--- src/rtl/walk_pkg.sv ---
package walk_pkg;
  localparam int VA_W          = 32;
  localparam int LEAF_IDX_W    = 8;
  localparam int PG_OFF_W      = 12;
  localparam int DOM_W         = 4;
  localparam int DOM_LSB       = 4;
  localparam int ENTRY_SHIFT   = 2;
  localparam int LEAF_OK_POS   = 1;
  localparam logic [1:0] DIR_OK_CODE = 2'b01;

  typedef enum logic [1:0] {
    ST_IDLE = 2'd0,
    ST_DIR  = 2'd1,
    ST_LEAF = 2'd2,
    ST_RESP = 2'd3
  } walk_state_t;
endpackage

--- src/rtl/walk_entry_dec.sv ---
module walk_entry_dec
  import walk_pkg::*;
#(
  parameter int ADDR_W     = VA_W,
  parameter int LEAF_IDX_W_P = LEAF_IDX_W,
  parameter int PG_OFF_W_P = PG_OFF_W,
  parameter int DOM_W_P    = DOM_W
) (
  input  logic [ADDR_W-1:0]            word,
  output logic                         dir_ok,
  output logic [ADDR_W-1:0]            tbl_base,
  output logic                         leaf_ok,
  output logic [ADDR_W-PG_OFF_W_P-1:0] frame,
  output logic [DOM_W_P-1:0]           dom
);
  localparam int TBL_ALIGN = LEAF_IDX_W_P + ENTRY_SHIFT;

  // Directory format: table pointer above the leaf-table alignment, 2-bit type code at the bottom.
  always_comb begin
    dir_ok   = (word[1:0] == DIR_OK_CODE);
    tbl_base = {word[ADDR_W-1:TBL_ALIGN], {TBL_ALIGN{1'b0}}};
  end

  // Leaf format: page frame above the offset, access-class field, single valid flag.
  always_comb begin
    leaf_ok = word[LEAF_OK_POS];
    frame   = word[ADDR_W-1:PG_OFF_W_P];
    dom     = word[DOM_LSB +: DOM_W_P];
  end
endmodule

--- src/rtl/walk_addr_gen.sv ---
module walk_addr_gen
  import walk_pkg::*;
#(
  parameter int ADDR_W       = VA_W,
  parameter int DIR_IDX_W    = 12,
  parameter int LEAF_IDX_W_P = LEAF_IDX_W
) (
  input  logic [ADDR_W-1:0]       dir_base,
  input  logic [DIR_IDX_W-1:0]    dir_idx,
  input  logic [ADDR_W-1:0]       tbl_base,
  input  logic [LEAF_IDX_W_P-1:0] leaf_idx,
  output logic [ADDR_W-1:0]       dir_addr,
  output logic [ADDR_W-1:0]       leaf_addr
);
  always_comb begin
    dir_addr  = dir_base + (ADDR_W'(dir_idx)  << ENTRY_SHIFT);
    leaf_addr = tbl_base + (ADDR_W'(leaf_idx) << ENTRY_SHIFT);
  end
endmodule

--- src/rtl/walk_ctrl.sv ---
module walk_ctrl
  import walk_pkg::*;
#(
  parameter int ADDR_W   = VA_W,
  parameter int PG_OFF_W_P = PG_OFF_W,
  parameter int DOM_W_P  = DOM_W
) (
  input  logic                         clk,
  input  logic                         rst_n,
  input  logic                         req_valid,
  output logic                         req_ready,
  input  logic [ADDR_W-1:0]            req_iova,
  output logic [ADDR_W-1:0]            held_iova,
  input  logic [ADDR_W-1:0]            dir_addr,
  input  logic [ADDR_W-1:0]            leaf_addr,
  input  logic                         dir_ok,
  input  logic                         leaf_ok,
  input  logic [ADDR_W-PG_OFF_W_P-1:0] frame,
  input  logic [DOM_W_P-1:0]           dom,
  output logic                         mem_req_valid,
  input  logic                         mem_req_ready,
  output logic [ADDR_W-1:0]            mem_req_addr,
  input  logic                         mem_rsp_valid,
  output logic                         rsp_valid,
  input  logic                         rsp_ready,
  output logic                         rsp_fault,
  output logic                         rsp_fault_level,
  output logic [ADDR_W-1:0]            rsp_paddr,
  output logic [DOM_W_P-1:0]           rsp_aci
);
  walk_state_t       state_q, state_d;
  logic              sent_q, sent_d;
  logic [ADDR_W-1:0] va_q, addr_q, addr_d, pa_q, pa_d;
  logic [DOM_W_P-1:0] dom_q, dom_d;
  logic              flt_q, flt_d, lvl_q, lvl_d;
  logic              va_en, addr_en, res_en;
  logic              walking, data_in;

  assign walking = (state_q == ST_DIR) || (state_q == ST_LEAF);
  assign data_in = walking && sent_q && mem_rsp_valid;

  always_comb begin
    state_d = state_q;
    sent_d  = sent_q;
    addr_d  = addr_q;
    pa_d    = '0;
    dom_d   = '0;
    flt_d   = 1'b0;
    lvl_d   = 1'b0;
    va_en   = 1'b0;
    addr_en = 1'b0;
    res_en  = 1'b0;
    unique case (state_q)
      ST_IDLE: begin
        if (req_valid) begin
          va_en   = 1'b1;
          addr_en = 1'b1;
          addr_d  = dir_addr;
          sent_d  = 1'b0;
          state_d = ST_DIR;
        end
      end
      ST_DIR, ST_LEAF: begin
        if (!sent_q && mem_req_ready) sent_d = 1'b1;
        if (data_in) begin
          sent_d = 1'b0;
          if (state_q == ST_DIR) begin
            if (dir_ok) begin
              addr_en = 1'b1;
              addr_d  = leaf_addr;
              state_d = ST_LEAF;
            end else begin
              res_en  = 1'b1;
              flt_d   = 1'b1;
              lvl_d   = 1'b0;
              state_d = ST_RESP;
            end
          end else begin
            res_en  = 1'b1;
            state_d = ST_RESP;
            if (leaf_ok) begin
              pa_d  = {frame, va_q[PG_OFF_W_P-1:0]};
              dom_d = dom;
            end else begin
              flt_d = 1'b1;
              lvl_d = 1'b1;
            end
          end
        end
      end
      ST_RESP: begin
        if (rsp_ready) state_d = ST_IDLE;
      end
      default: state_d = ST_IDLE;
    endcase
  end

  always_ff @(posedge clk or negedge rst_n) begin
    if (!rst_n) begin
      state_q <= ST_IDLE;
      sent_q  <= 1'b0;
    end else begin
      state_q <= state_d;
      sent_q  <= sent_d;
    end
  end

  always_ff @(posedge clk or negedge rst_n) begin
    if (!rst_n) va_q <= '0;
    else if (va_en) va_q <= req_iova;
  end

  always_ff @(posedge clk or negedge rst_n) begin
    if (!rst_n) addr_q <= '0;
    else if (addr_en) addr_q <= addr_d;
  end

  always_ff @(posedge clk or negedge rst_n) begin
    if (!rst_n) begin
      pa_q  <= '0;
      dom_q <= '0;
      flt_q <= 1'b0;
      lvl_q <= 1'b0;
    end else if (res_en) begin
      pa_q  <= pa_d;
      dom_q <= dom_d;
      flt_q <= flt_d;
      lvl_q <= lvl_d;
    end
  end

  assign req_ready       = (state_q == ST_IDLE);
  assign held_iova       = va_q;
  assign mem_req_valid   = walking && !sent_q;
  assign mem_req_addr    = addr_q;
  assign rsp_valid       = (state_q == ST_RESP);
  assign rsp_fault       = flt_q;
  assign rsp_fault_level = lvl_q;
  assign rsp_paddr       = pa_q;
  assign rsp_aci         = dom_q;

  // A read held back by memory keeps its address.
  assert_read_hold_R8: assert property (@(posedge clk) disable iff (!rst_n)
    mem_req_valid && !mem_req_ready |=> mem_req_valid && $stable(mem_req_addr));

  // Once a read is accepted, no further read until its data returns.
  assert_single_read_R8: assert property (@(posedge clk) disable iff (!rst_n)
    mem_req_valid && mem_req_ready |=> !mem_req_valid);

  // A pending result is held unchanged.
  assert_rsp_hold_R9: assert property (@(posedge clk) disable iff (!rst_n)
    rsp_valid && !rsp_ready |=> rsp_valid && $stable(rsp_paddr) && $stable(rsp_fault)
      && $stable(rsp_fault_level) && $stable(rsp_aci));

  // No new request accepted while a result waits.
  assert_busy_R9: assert property (@(posedge clk) disable iff (!rst_n)
    rsp_valid |-> !req_ready);

  // Faults carry no translation.
  assert_fault_clean_R5: assert property (@(posedge clk) disable iff (!rst_n)
    rsp_valid && rsp_fault |-> (rsp_paddr == '0) && (rsp_aci == '0));

  // Page offset passes through on success.
  assert_offset_R6: assert property (@(posedge clk) disable iff (!rst_n)
    rsp_valid && !rsp_fault |-> rsp_paddr[PG_OFF_W_P-1:0] == va_q[PG_OFF_W_P-1:0]);
endmodule

--- src/rtl/iova_walker.sv ---
module iova_walker
  import walk_pkg::*;
#(
  parameter int ADDR_W     = VA_W,
  parameter int LEAF_IDX_W_P = LEAF_IDX_W,
  parameter int PG_OFF_W_P = PG_OFF_W,
  parameter int DOM_W_P    = DOM_W
) (
  input  logic              clk,
  input  logic              rst_n,
  input  logic              base_wr_en,
  input  logic [31:0]       base_wr_data,
  input  logic              req_valid,
  output logic              req_ready,
  input  logic [31:0]       req_iova,
  output logic              mem_req_valid,
  input  logic              mem_req_ready,
  output logic [31:0]       mem_req_addr,
  input  logic              mem_rsp_valid,
  input  logic [31:0]       mem_rsp_data,
  output logic              rsp_valid,
  input  logic              rsp_ready,
  output logic              rsp_fault,
  output logic              rsp_fault_level,
  output logic [31:0]       rsp_paddr,
  output logic [3:0]        rsp_aci,
  output logic [31:0]       rsp_iova
);
  localparam int DIR_IDX_W = ADDR_W - LEAF_IDX_W_P - PG_OFF_W_P;

  // Reset: asserted asynchronously, released on the clock.
  logic [1:0] rst_sync_q;
  logic       rst_int_n;
  always_ff @(posedge clk or negedge rst_n) begin
    if (!rst_n) rst_sync_q <= 2'b00;
    else        rst_sync_q <= {rst_sync_q[0], 1'b1};
  end
  assign rst_int_n = rst_sync_q[1];

  logic [ADDR_W-1:0] dir_base_q;
  always_ff @(posedge clk or negedge rst_int_n) begin
    if (!rst_int_n)      dir_base_q <= '0;
    else if (base_wr_en) dir_base_q <= base_wr_data;
  end

  logic [ADDR_W-1:0]            held_iova, dir_addr, leaf_addr, tbl_base;
  logic                         dir_ok, leaf_ok;
  logic [ADDR_W-PG_OFF_W_P-1:0] frame;
  logic [DOM_W_P-1:0]           dom;

  walk_entry_dec #(
    .ADDR_W(ADDR_W), .LEAF_IDX_W_P(LEAF_IDX_W_P),
    .PG_OFF_W_P(PG_OFF_W_P), .DOM_W_P(DOM_W_P)
  ) u_dec (
    .word(mem_rsp_data), .dir_ok(dir_ok), .tbl_base(tbl_base),
    .leaf_ok(leaf_ok), .frame(frame), .dom(dom)
  );

  walk_addr_gen #(
    .ADDR_W(ADDR_W), .DIR_IDX_W(DIR_IDX_W), .LEAF_IDX_W_P(LEAF_IDX_W_P)
  ) u_agen (
    .dir_base(dir_base_q),
    .dir_idx(req_iova[ADDR_W-1 -: DIR_IDX_W]),
    .tbl_base(tbl_base),
    .leaf_idx(held_iova[PG_OFF_W_P +: LEAF_IDX_W_P]),
    .dir_addr(dir_addr),
    .leaf_addr(leaf_addr)
  );

  walk_ctrl #(
    .ADDR_W(ADDR_W), .PG_OFF_W_P(PG_OFF_W_P), .DOM_W_P(DOM_W_P)
  ) u_ctrl (
    .clk(clk), .rst_n(rst_int_n),
    .req_valid(req_valid), .req_ready(req_ready), .req_iova(req_iova),
    .held_iova(held_iova),
    .dir_addr(dir_addr), .leaf_addr(leaf_addr),
    .dir_ok(dir_ok), .leaf_ok(leaf_ok), .frame(frame), .dom(dom),
    .mem_req_valid(mem_req_valid), .mem_req_ready(mem_req_ready),
    .mem_req_addr(mem_req_addr), .mem_rsp_valid(mem_rsp_valid),
    .rsp_valid(rsp_valid), .rsp_ready(rsp_ready),
    .rsp_fault(rsp_fault), .rsp_fault_level(rsp_fault_level),
    .rsp_paddr(rsp_paddr), .rsp_aci(rsp_aci)
  );

  assign rsp_iova = held_iova;

  // Result address echoes the accepted request.
  assert_iova_echo_R7: assert property (@(posedge clk) disable iff (!rst_int_n)
    rsp_valid && !rsp_ready |=> $stable(rsp_iova));
endmodule

--- config.mk ---
export PLATFORM = sky130hd
export DESIGN_NAME = iova_walker
export DESIGN_NICKNAME = d
export VERILOG_FILES = /design/src/rtl/walk_pkg.sv /design/src/rtl/walk_entry_dec.sv /design/src/rtl/walk_addr_gen.sv /design/src/rtl/walk_ctrl.sv /design/src/rtl/iova_walker.sv
export SDC_FILE = /design/constraint.sdc
export NUM_CORES = 1
export LEC_CHECK = 0
export ABC_AREA = 0
export BUFFER_PORTS_ARGS = -buffer_cell sky130_fd_sc_hd__buf_4
export CAP_MARGIN = 40
export CORE_ASPECT_RATIO = 0.6
export CORE_MARGIN = 2
export CORE_UTILIZATION = 35
export CTS_BUF_LIST = sky130_fd_sc_hd__clkbuf_4 sky130_fd_sc_hd__clkbuf_8 sky130_fd_sc_hd__clkbuf_16
export DETAILED_ROUTE_END_ITERATION = 16
export GPL_TIMING_DRIVEN = 1
export PLACE_DENSITY_LB_ADDON = 0.1
export SLEW_MARGIN = 20
export SYNTH_ARGS = -nofsm -noshare
export SYNTH_HDL_FRONTEND = slang
export SYNTH_SLANG_ARGS = --single-unit
--- constraint.sdc ---
create_clock -name clk -period 5.95 [get_ports clk]
set_input_delay 0.8925 -clock clk [delete_from_list [all_inputs] [get_ports clk]]
set_output_delay 0.8925 -clock clk [all_outputs]
set_load 0.05 [all_outputs]
==> metrics.md, run 1 <==
| Metric | Value |
|---|---|
| TNS Setup | `0 ns` |
| First DRT Iteration DRCs | `around 310` |
| Met2 Use GR | `0.261` |
| Number of I/O pins | `208` |
| Post-Synthesis Cells | `around 570` |
| Busiest grt layer | `met1` |
| Least-Margin Pin Slew | `0.643 ns` |
| Number of fillers in the final layout | `around 1700` |
| Final core occ | `0.493` |
| CP Launch Type | `input port` |
| Vias per cell | `about 4.9` |
| Worst-skew pair later-pin latency | `about 0.42 ns` |
| Die ar. | `0.0193 mm²` |
| First-pass GRT wire length | `around 28000 µm` |
| Dpl cells | `roughly 1000` |
| Final period utilization | `0.505` |
| Critical-path maximum fanout | `6` |
| CTS H-tree depth | `4` |
| Yosys top cell area share | `0.546` |
| Number of max-cap violations | `0` |
| Crit path cell chain | `buf_4, ha_1, fa_1, a21o_1, a221oi_2, o211ai_2, nand2_1, nor3_1, xnor2_1, o221ai_1` |
| Area growth from synthesis to layout | `39.1%` |
| CTS Buf Count | `17` |
| Sequential area share after synthesis | `0.546` |
| Slew headroom | `0.571` |
| Clock Tree Root | `clkbuf_16` |
| Post-CTS Resized | `0` |
| Footprint of the multi-input gates | `0.00276 mm²` |
| Peak VDD IR | `201 µV` |
| EDFF count, synth | `0` |
| Hpwl dp | `13300 µm` |
| CP endpoint kind | `flop` |
| CP Buf/Inv Count | `1` |
| Final nets | `around 890` |
| Clk sinks | `around 140` |
| Pin count of the biggest net entering global routing | `68` |
| Worst-path clk slew | `~0.060 ns` |
| Synth area leaders | `dfrtp_1, mux2_2, nand2_1` |
| Arr. time, crit path | `approximately 3.3 ns` |
| Skew final | `about 0.012 ns` |
| Worst Setup Path Type | `in -> reg` |
| Final hold slack | `about 0.18 ns` |
| P_leak | `about 0.0042 µW` |
| Worst setup margin | `slightly below 3 ns` |
| DRT Wirelength | `between 15000 and 20000 µm` |
| Mapped Area | `approximately 0.0064 mm²` |
| Unrepaired setup endpoints after global routing | `no` |
| Top Family by Delay on Critical Path | `compound AO/OA/AOI/OAI gates` |
| Most used DFF post-synth | `dfrtp_1` |
| Post-place setup slack | `about 2.6 ns` |
| Vias post-DR | `5029` |
| Number of global-route vias before repair | `4902` |
| Post-route ant nets | `0` |
| Sequential standard cell area | `0.00348 mm²` |
| Synth area leader | `dfrtp_1` |
| Max Slew Vio Count | `0` |
| # setup viols final | `0` |
| Buffer count from post-CTS setup fixing | `0` |
| Non-filler cells, final | `1017` |
| Share of layout cells above drive strength 1 | `0.413` |
| Hold Buf Count CTS | `0` |
| CP max-delay cell | `fa_1` |
| Leading cell type in the layout, fill and taps excluded | `buf_4` |
| Final min period | `between 3 and 4 ns` |
| Drt first pass iters | `5` |
| Chip Width | `approximately 180 µm` |
| PD cells | `~600 mW/mm²` |
| Longest Clk Path Bufs | `2` |
| Worst path required time | `about 6.2 ns` |
| Initial antenna violation count | `0` |
| Die height | `between 100 and 150 µm` |
| FF+latch count, synth | `between 100 and 150` |
| Tot GR Track Use | `0.189` |
| Row count | `38` |
| Core Region | `0.0180 mm²` |
| Worst Hold Class | `reg -> async` |
| GRT overflow | `0` |
| Synth Area per Inst | `11.3 µm²` |
| Post-Syn Nets | `686` |
| Routability Congestion | `around 0.76` |
| Routed len/inst | `between 15 and 20 µm` |
| Grt met1 use | `0.292` |
| Cell variety after synth | `between 50 and 60` |
| Initial Util | `0.355` |
| Count of final hold-check violations | `0` |
| Port buffer count | `between 200 and 250` |
| Post-route DRC | `0` |
| CTS tree | `done` |
| Ant diodes | `0` |
| Crit-path max cell delay | `around 0.43 ns` |
| Async set or reset register ratio after synthesis | `1.00` |
| Syn. warnings | `0` |
| Status | `complete, no violations` |
| Fmax | `about 330 MHz` |
| Most frequent cells in the layout | `buf_4, dfrtp_1, nand2_1, mux2_2, o21ai_0` |
| Met3 GRT Util | `0.0411` |
[layout make-up]
cell class | count | share of cell area
Clock buffer | 18 | 0.0495
Timing Repair Buffer | 212 | 0.185
Multi-Input combinational cell | 388 | 0.312
Tap cell | 240 | 0.0339
Inverter | 7 | 0.00296
Sequential cell | 139 | 0.393
Clock inverter | 13 | 0.0241
[path summary, 6_finish.rpt]
path | start | endpoint | slack (ns) | depth (start not counted)
worst min register to register | rst_sync_q[1]$_DFF_PN0_ | dir_base_q[25]$_DFFE_PN0P_ | 0.18 | 0
min in group clk | rst_sync_q[0]$_DFF_PN0_ | rst_sync_q[1]$_DFF_PN0_ | 0.35 | 0
worst min-delay path | rst_sync_q[1]$_DFF_PN0_ | dir_base_q[25]$_DFFE_PN0P_ | 0.18 | 0
worst max-delay path | req_iova[20] | u_ctrl.mem_req_addr[24]$_DFFE_PN0P_ | 2.94 | 10
worst max register to register | u_ctrl.state_q[1]$_DFFE_PN0P_ | u_ctrl.mem_req_addr[27]$_DFFE_PN0P_ | 2.99 | 10
max in group asynchronous | rst_sync_q[1]$_DFF_PN0_ | u_ctrl.mem_req_addr[15]$_DFFE_PN0P_ | 4.48 | 3
[synth_stat cells (2+ instances only)]
library cell,number
nand2b_1,5
mux2_2,64
a21oi_1,19
nand4_1,4
xnor2_1,10
o221ai_1,15
nand2_1,90
or4_1,2
nor3b_1,2
nand3_1,9
o211ai_2,2
xor2_1,15
a22o_1,18
o31ai_1,4
and3_1,3
inv_1,7
nor3_1,5
o21ai_0,37
buf_1,3
o2111ai_1,3
nor2b_1,3
o211ai_1,5
a21o_1,3
a32o_1,2
ha_1,16
mux2i_1,5
nor2_1,26
dfrtp_1,139
clkbuf_1,28
[where the power goes]
part           switching [µW]  internal (µW)  leakage (µW)
Clock                     419            757      0.000313
Sequential                231           1300       0.00173
Combinational            1890            881       0.00215
[per-stage QoR]
step                area, µm²  power [µW]
global route             8870        5760
detailed placement       8190        4330
global placement         8140        4280
CTS                      8840        5530
finish                   8870        5480
floorplan                6370        3430
[sequential cells by signal (all words and copies together), names as in the netlist]
signal and cells:
u_ctrl.rsp_aci 4, u_ctrl.rsp_fault 1, u_ctrl.state_q 2, rst_sync_q 2, u_ctrl.mem_req_addr 32, u_ctrl.rsp_paddr 32, u_ctrl.held_iova 32, u_ctrl.sent_q 1
u_ctrl.rsp_fault_level 1, dir_base_q 32
[per-layer routing]
layer	up-vias	routed length (µm)	share of wire
met4	0	182	0.010
li1	2409	-	-
met5	-	0	0
met1	2454	9360	0.52
met3	15	1040	0.057
met2	151	7530	0.42
[kinds of logic (layout without fill, tap and decap cells)]
kind of cell | Yosys count | after routing | synth area share
muxes | 69 | 69 | 0.121
other | 1 | 1 | 0.000588
and+or+nand+nor | 158 | 158 | 0.111
xor gates and xnor gates | 25 | 25 | 0.0343
DFF | 139 | 139 | 0.546
adders and majority gates | 17 | 17 | 0.0345
AOI/OAI and AO/OA | 118 | 118 | 0.129
buffers and inverters | 39 | 250 | 0.0232
(Power assumes the default switching activity.)
==> inputs of run 2 (changes only) <==
==> constraint.sdc (replaced) <==
create_clock -name clk -period 2.5 [get_ports clk]
set_input_delay 0.375 -clock clk [delete_from_list [all_inputs] [get_ports clk]]
set_output_delay 0.375 -clock clk [all_outputs]
set_load 0.05 [all_outputs]
==> metrics.md, run 2 (synthesis results as in run 1) <==
| Metric | Value |
|---|---|
| Number of global-route vias before repair | `between 5000 and 6000` |
| Worst Setup Path Type | `reg -> reg` |
| Longest Clk Path Bufs | `2` |
| Crit-path max cell delay | `roughly 0.38 ns` |
| Placed cell area | `0.00829 mm²` |
| Pin count of the biggest net entering global routing | `between 60 and 70` |
| Number of fillers in the final layout | `~1600` |
| Initial Util | `0.355` |
| Count of final hold-check violations | `0` |
| CTS H-tree depth | `4` |
| CP Buf/Inv Count | `1` |
| First-pass GRT wire length | `about 28000 µm` |
| Routability Congestion | `0.822` |
| Row count | `38` |
| Met1 WL | `approximately 9300 µm` |
| Buffer count from post-CTS setup fixing | `0` |
| CP endpoint kind | `flop` |
| CP Launch Type | `flop` |
| Fmax | `429 MHz` |
| Post-route cell area | `roughly 0.009 mm²` |
| Hpwl dp | `13500 µm` |
| Routed len/inst | `17.7 µm` |
| Top Layer Used | `met4` |
| Worst-skew pair later-pin latency | `about 0.42 ns` |
| CTS tree | `done` |
| Skew final | `0.00909 ns` |
| Number of I/O pins | `approximately 210` |
| Top Family by Delay on Critical Path | `compound AO/OA/AOI/OAI gates` |
| DRT Wirelength | `around 18000 µm` |
| Final period utilization | `0.933` |
| Unrepaired setup endpoints after global routing | `no` |
| Chip Width | `between 150 and 200 µm` |
| Vias post-DR | `5049` |
| Worst-path clk slew | `roughly 0.070 ns` |
| Number of max-cap violations | `0` |
| Vias per cell | `~4.9` |
| Die height | `approximately 110 µm` |
| Ant diodes | `0` |
| Post-route DRC | `0` |
| Drt first pass iters | `4` |
| Crit path cell chain | `ha_1, fa_2, a21o_1, a221oi_4, o211ai_2, buf_4, nand4_1, xor2_1, o221ai_1` |
| Port buffer count | `~200` |
| Final nets | `approximately 900` |
| GRT overflow | `0` |
| Max Slew Vio Count | `0` |
| Share of layout cells above drive strength 1 | `0.426` |
| Slew headroom | `0.600` |
| Worst path required time | `~2.8 ns` |
| Worst Hold Class | `in -> reg` |
| Initial antenna violation count | `0` |
| Footprint of the multi-input gates | `between 0.002 and 0.003 mm²` |
| Sequential standard cell area | `approximately 0.0035 mm²` |
| # setup viols final | `0` |
| CTS Buf Count | `17` |
| Tot GR Track Use | `0.192` |
| Die ar. | `0.0193 mm²` |
| Clk sinks | `139` |
| Core Region | `0.0180 mm²` |
| Post-route ant nets | `0` |
| Clock Tree Root | `clkbuf_16` |
| CP max-delay cell | `dfrtp_1` |
| WL met2 | `approximately 7500 µm` |
| Area growth from synthesis to layout | `40.9%` |
| P_leak | `about 0.0042 µW` |
| Critical-path maximum fanout | `3` |
| Leading cell type in the layout, fill and taps excluded | `buf_4` |
| PD cells | `approximately 1500 mW/mm²` |
| Peak VDD IR | `513 µV` |
| TNS Setup | `0 ns` |
| Status | `complete, no violations` |
| Met3 WL | `about 1200 µm` |
| Final min period | `approximately 2.3 ns` |
| First DRT Iteration DRCs | `roughly 300` |
| Arr. time, crit path | `around 2.6 ns` |
| Least-Margin Pin Slew | `approximately 0.60 ns` |
| Most frequent cells in the layout | `buf_4, dfrtp_1, nand2_1, mux2_2, o21ai_0` |
[run 2: changes by cell type in the layout (fill, tap and decap cells not counted), sizes merged]
cell,delta
inv,+2
bufinv,-1
buf,+8
dlygate4sd3,+1
a21boi,+1
[run 2: area by class of cell]
cell class                      count  share of cell area
Sequential cell                   139               0.388
Multi-Input combinational cell    389               0.312
Timing Repair Buffer              221               0.192
Clock buffer                       18              0.0489
Tap cell                          240              0.0334
Clock inverter                     14              0.0234
Inverter                            7             0.00293
[run 2: path summary, 6_finish.rpt]
path | from | to | slack [ns] | cells after the start
worst max-delay path | dir_base_q[2]$_DFFE_PN0P_ | u_ctrl.mem_req_addr[16]$_DFFE_PN0P_ | 0.17 | 9
worst min-delay path | base_wr_data[26] | dir_base_q[26]$_DFFE_PN0P_ | 0.17 | 3
worst max register to register | dir_base_q[2]$_DFFE_PN0P_ | u_ctrl.mem_req_addr[16]$_DFFE_PN0P_ | 0.17 | 9
worst min register to register | rst_sync_q[1]$_DFF_PN0_ | u_ctrl.held_iova[12]$_DFFE_PN0P_ | 0.34 | 0
max in group asynchronous | rst_sync_q[1]$_DFF_PN0_ | u_ctrl.mem_req_addr[19]$_DFFE_PN0P_ | 1.38 | 1
min in group asynchronous | rst_n | rst_sync_q[1]$_DFF_PN0_ | 0.26 | 2
[run 2: worst register-to-register path: cells and delay by family, from the launching register on]
kind                       cells  cell delay [ns]
and+or+nand+nor                1             0.10
buffers and inverters          1             0.16
DFF                            1             0.38
xor gates and xnor gates       1             0.15
AOI/OAI and AO/OA              4             0.80
adders and majority gates      2             0.59
[run 2: routing by layer]
metal / track usage / vias to the layer above
met5: 0 / -
met4: 0.0540 / 0
met3: 0.0485 / 17
met2: 0.265 / 157
met1: 0.295 / 2432
li1: - / 2443
[run 2: what timing repair did]
action | 4_1_cts | 5_1_grt
resized for setup | 0 | 8
endpoints found under the setup margin | 0 | 19
hold buffers | 1 | 0
hold endpoints to repair | 2 | 0
[run 2: report_power, final]
part           internal (µW)  switching, µW  leakage (µW)  total [µW]
logic                   2180           4530       0.00220        6710
registers               3100            558       0.00173        3650
clock network           1720           1040      0.000312        2760
[run 2: through the flow]
step	util	hold WS [ns]	cells	setup slack (ns)	total power, µW
6_report	0.500	0.172	1028	0.168	13100
5_1_grt	0.500	0.161	1028	0.00536	13800
4_1_cts	0.498	0.153	1027	0.0104	13200
3_5_place_dp	0.461	0.160	994	-0.104	10400
3_3_place_gp	0.461	0.158	994	-0.0545	10300
2_1_floorplan	-	0.0794	566	0.0843	8180
==> inputs of run 3 (changes only) <==
--- a/config.mk
+++ b/config.mk
@@ -14,7 +14,7 @@
 export CTS_BUF_LIST = sky130_fd_sc_hd__clkbuf_4 sky130_fd_sc_hd__clkbuf_8 sky130_fd_sc_hd__clkbuf_16
 export DETAILED_ROUTE_END_ITERATION = 16
 export GPL_TIMING_DRIVEN = 1
-export PLACE_DENSITY_LB_ADDON = 0.1
+export PLACE_DENSITY_LB_ADDON = 0.3
 export SLEW_MARGIN = 20
 export SYNTH_ARGS = -nofsm -noshare
 export SYNTH_HDL_FRONTEND = slang
==> metrics.md, run 3 (synthesis results as in run 1) <==
| Metric | Value |
|---|---|
| Status | `complete, no violations` |
| Worst-skew pair later-pin latency | `0.42 ns` |
| CP startpoint | `u_ctrl.state_q[1]$_DFFE_PN0P_` |
| Tot GR Track Use | `0.187` |
| Final core occ | `0.498` |
| Share of layout cells above drive strength 1 | `0.428` |
| Number of fillers in the final layout | `between 1500 and 2000` |
| Min-delay src | `base_wr_data[26]` |
| Core Region | `between 0.015 and 0.02 mm²` |
| Number of global-route vias before repair | `4801` |
| Top Family by Delay on Critical Path | `buffers and inverters` |
| Worst setup margin | `between 0.15 and 0.2 ns` |
| R2r startpoint | `dir_base_q[3]$_DFFE_PN0P_` |
| Routability Congestion | `between 0.8 and 0.9` |
| Critical-path maximum fanout | `between 50 and 60` |
| CP max-delay cell | `dfrtp_1` |
| First DRT Iteration DRCs | `around 280` |
| Drt first pass iters | `4` |
| Max Slew Vio Count | `0` |
| CP Launch Type | `flop` |
| Post-place setup slack | `-0.113 ns` |
| CTS tree | `done` |
| Vias per cell | `4.90` |
| Least-Margin Pin Slew | `0.561 ns` |
| Clock Tree Root | `clkbuf_16` |
| GRT overflow | `0` |
| Peak VDD IR | `531 µV` |
| CP Buf/Inv Count | `3` |
| TNS Setup | `0 ns` |
| Worst Hold Class | `in -> reg` |
| Arr. time, crit path | `a little under 2 ns` |
| Number of I/O pins | `208` |
| Clk sinks | `about 140` |
| DRT Wirelength | `roughly 18000 µm` |
| Vias post-DR | `5065` |
| Initial antenna violation count | `0` |
| PD cells | `roughly 1400 mW/mm²` |
| Unrepaired setup endpoints after global routing | `no` |
| Crit path cell chain | `inv_1, ha_2, buf_12, nor2b_2, buf_4` |
| Crit-path max cell delay | `0.41 ns` |
| # setup viols final | `0` |
| First-pass GRT wire length | `approximately 27000 µm` |
| Row count | `38` |
| Area growth from synthesis to layout | `40.4%` |
| Leading cell type in the layout, fill and taps excluded | `buf_4` |
| Buffer count from post-CTS setup fixing | `0` |
| Final nets | `901` |
| Pin count of the biggest net entering global routing | `68` |
| Worst path required time | `approximately 2.1 ns` |
| Fmax | `around 430 MHz` |
| Hpwl dp | `approximately 13000 µm` |
| Ant diodes | `0` |
| Routed len/inst | `around 17 µm` |
| Final min period | `between 2 and 2.5 ns` |
| CTS Buf Count | `17` |
| Die ar. | `roughly 0.019 mm²` |
| P_leak | `roughly 0.0042 µW` |
| Count of final hold-check violations | `0` |
| CP endpoint kind | `primary output` |
| Chip Width | `about 180 µm` |
| Most frequent cells in the layout | `buf_4, dfrtp_1, nand2_1, mux2_2, o21ai_0` |
| Slew headroom | `0.626` |
| Number of max-cap violations | `0` |
| CTS H-tree depth | `4` |
| Worst-path clk slew | `around 0.070 ns` |
| Final period utilization | `0.932` |
| Post-route ant nets | `0` |
| Die height | `roughly 110 µm` |
| Skew final | `0.0125 ns` |
| Worst Setup Path Type | `reg -> out` |
| Longest Clk Path Bufs | `2` |
| Initial Util | `0.355` |
| Post-route DRC | `0` |
| Port buffer count | `a little over 200` |
-- run 3: cell types whose count changed in the layout (fill, tap and decap cells not counted), moves of 2 or more --
cell       previous run  this run
a21oi_1              17        19
buf_4               215       222
o21ai_1               1         3
bufinv_16             4         1
a21oi_2               2         0
inv_8                 2         4
-- run 3: through the flow --
| stage | instance area, µm² | hold slack [ns] | power, µW | instances |
|---|---|---|---|---|
| 3_3_place_gp | 8340 | 0.159 | 10300 | 1001 |
| 5_1_grt | 8950 | 0.160 | 13600 | 1034 |
| 6_report | 8950 | 0.167 | 12800 | 1034 |
| 3_5_place_dp | 8340 | 0.160 | 10400 | 1001 |
| 4_1_cts | 8930 | 0.150 | 13000 | 1034 |
| 2_1_floorplan | 6380 | 0.0794 | 8180 | 566 |
-- run 3: report_power, final --
part	internal [µW]	switching, µW
Clock	1410	1110
Sequential	3090	566
Combinational	2190	4480
-- run 3: layout make-up --
class	count	area, µm²	share of cell area
flip-flops and latches	139	3480	0.389
well taps	240	300	0.0336
repair buffers	228	1780	0.199
clock inverters	15	155	0.0173
inverters	7	26.3	0.00294
multi-input cells	388	2780	0.311
clock buffers	17	425	0.0475
-- run 3: worst reg2reg max path, delay by kind of cell (launching register included) --
kind            cells  cell delay, ns
simple gates        1            0.25
compound gates      5            0.74
xor+xnor            1            0.21
flops               1            0.41
fa+ha+maj           1            0.28
buf+inv             2            0.29
-- run 3: path summary, 6_finish.rpt --
kind,endpoint,slack (ns),depth (start not counted)
worst max-delay path,mem_req_valid,0.17,5
worst min-delay path,dir_base_q[26]$_DFFE_PN0P_,0.17,3
worst max register to register,u_ctrl.mem_req_addr[29]$_DFFE_PN0P_,0.18,10
worst min register to register,u_ctrl.mem_req_addr[0]$_DFFE_PN0P_,0.33,0
max in group asynchronous,dir_base_q[13]$_DFFE_PN0P_,1.37,1
min in group asynchronous,rst_sync_q[1]$_DFF_PN0_,0.27,2
-- run 3: what timing repair did --
item / CTS / global route
gates resized for setup: 0 / 5
endpoints found under the hold margin: 2 / 0
hold buffers: 1 / 0
endpoints found under the setup margin: 0 / 13
-- run 3: layer usage --
| metal | vias up | routed length (µm) | track usage | part of all wire |
|---|---|---|---|---|
| met2 | 151 | 7220 | 0.258 | 0.41 |
| li1 | 2456 | - | - | - |
| met5 | - | 0 | 0 | 0 |
| met1 | 2449 | 9350 | 0.288 | 0.53 |
| met3 | 9 | 1090 | 0.0531 | 0.061 |
| met4 | 0 | 87 | 0.0348 | 0.0049 |
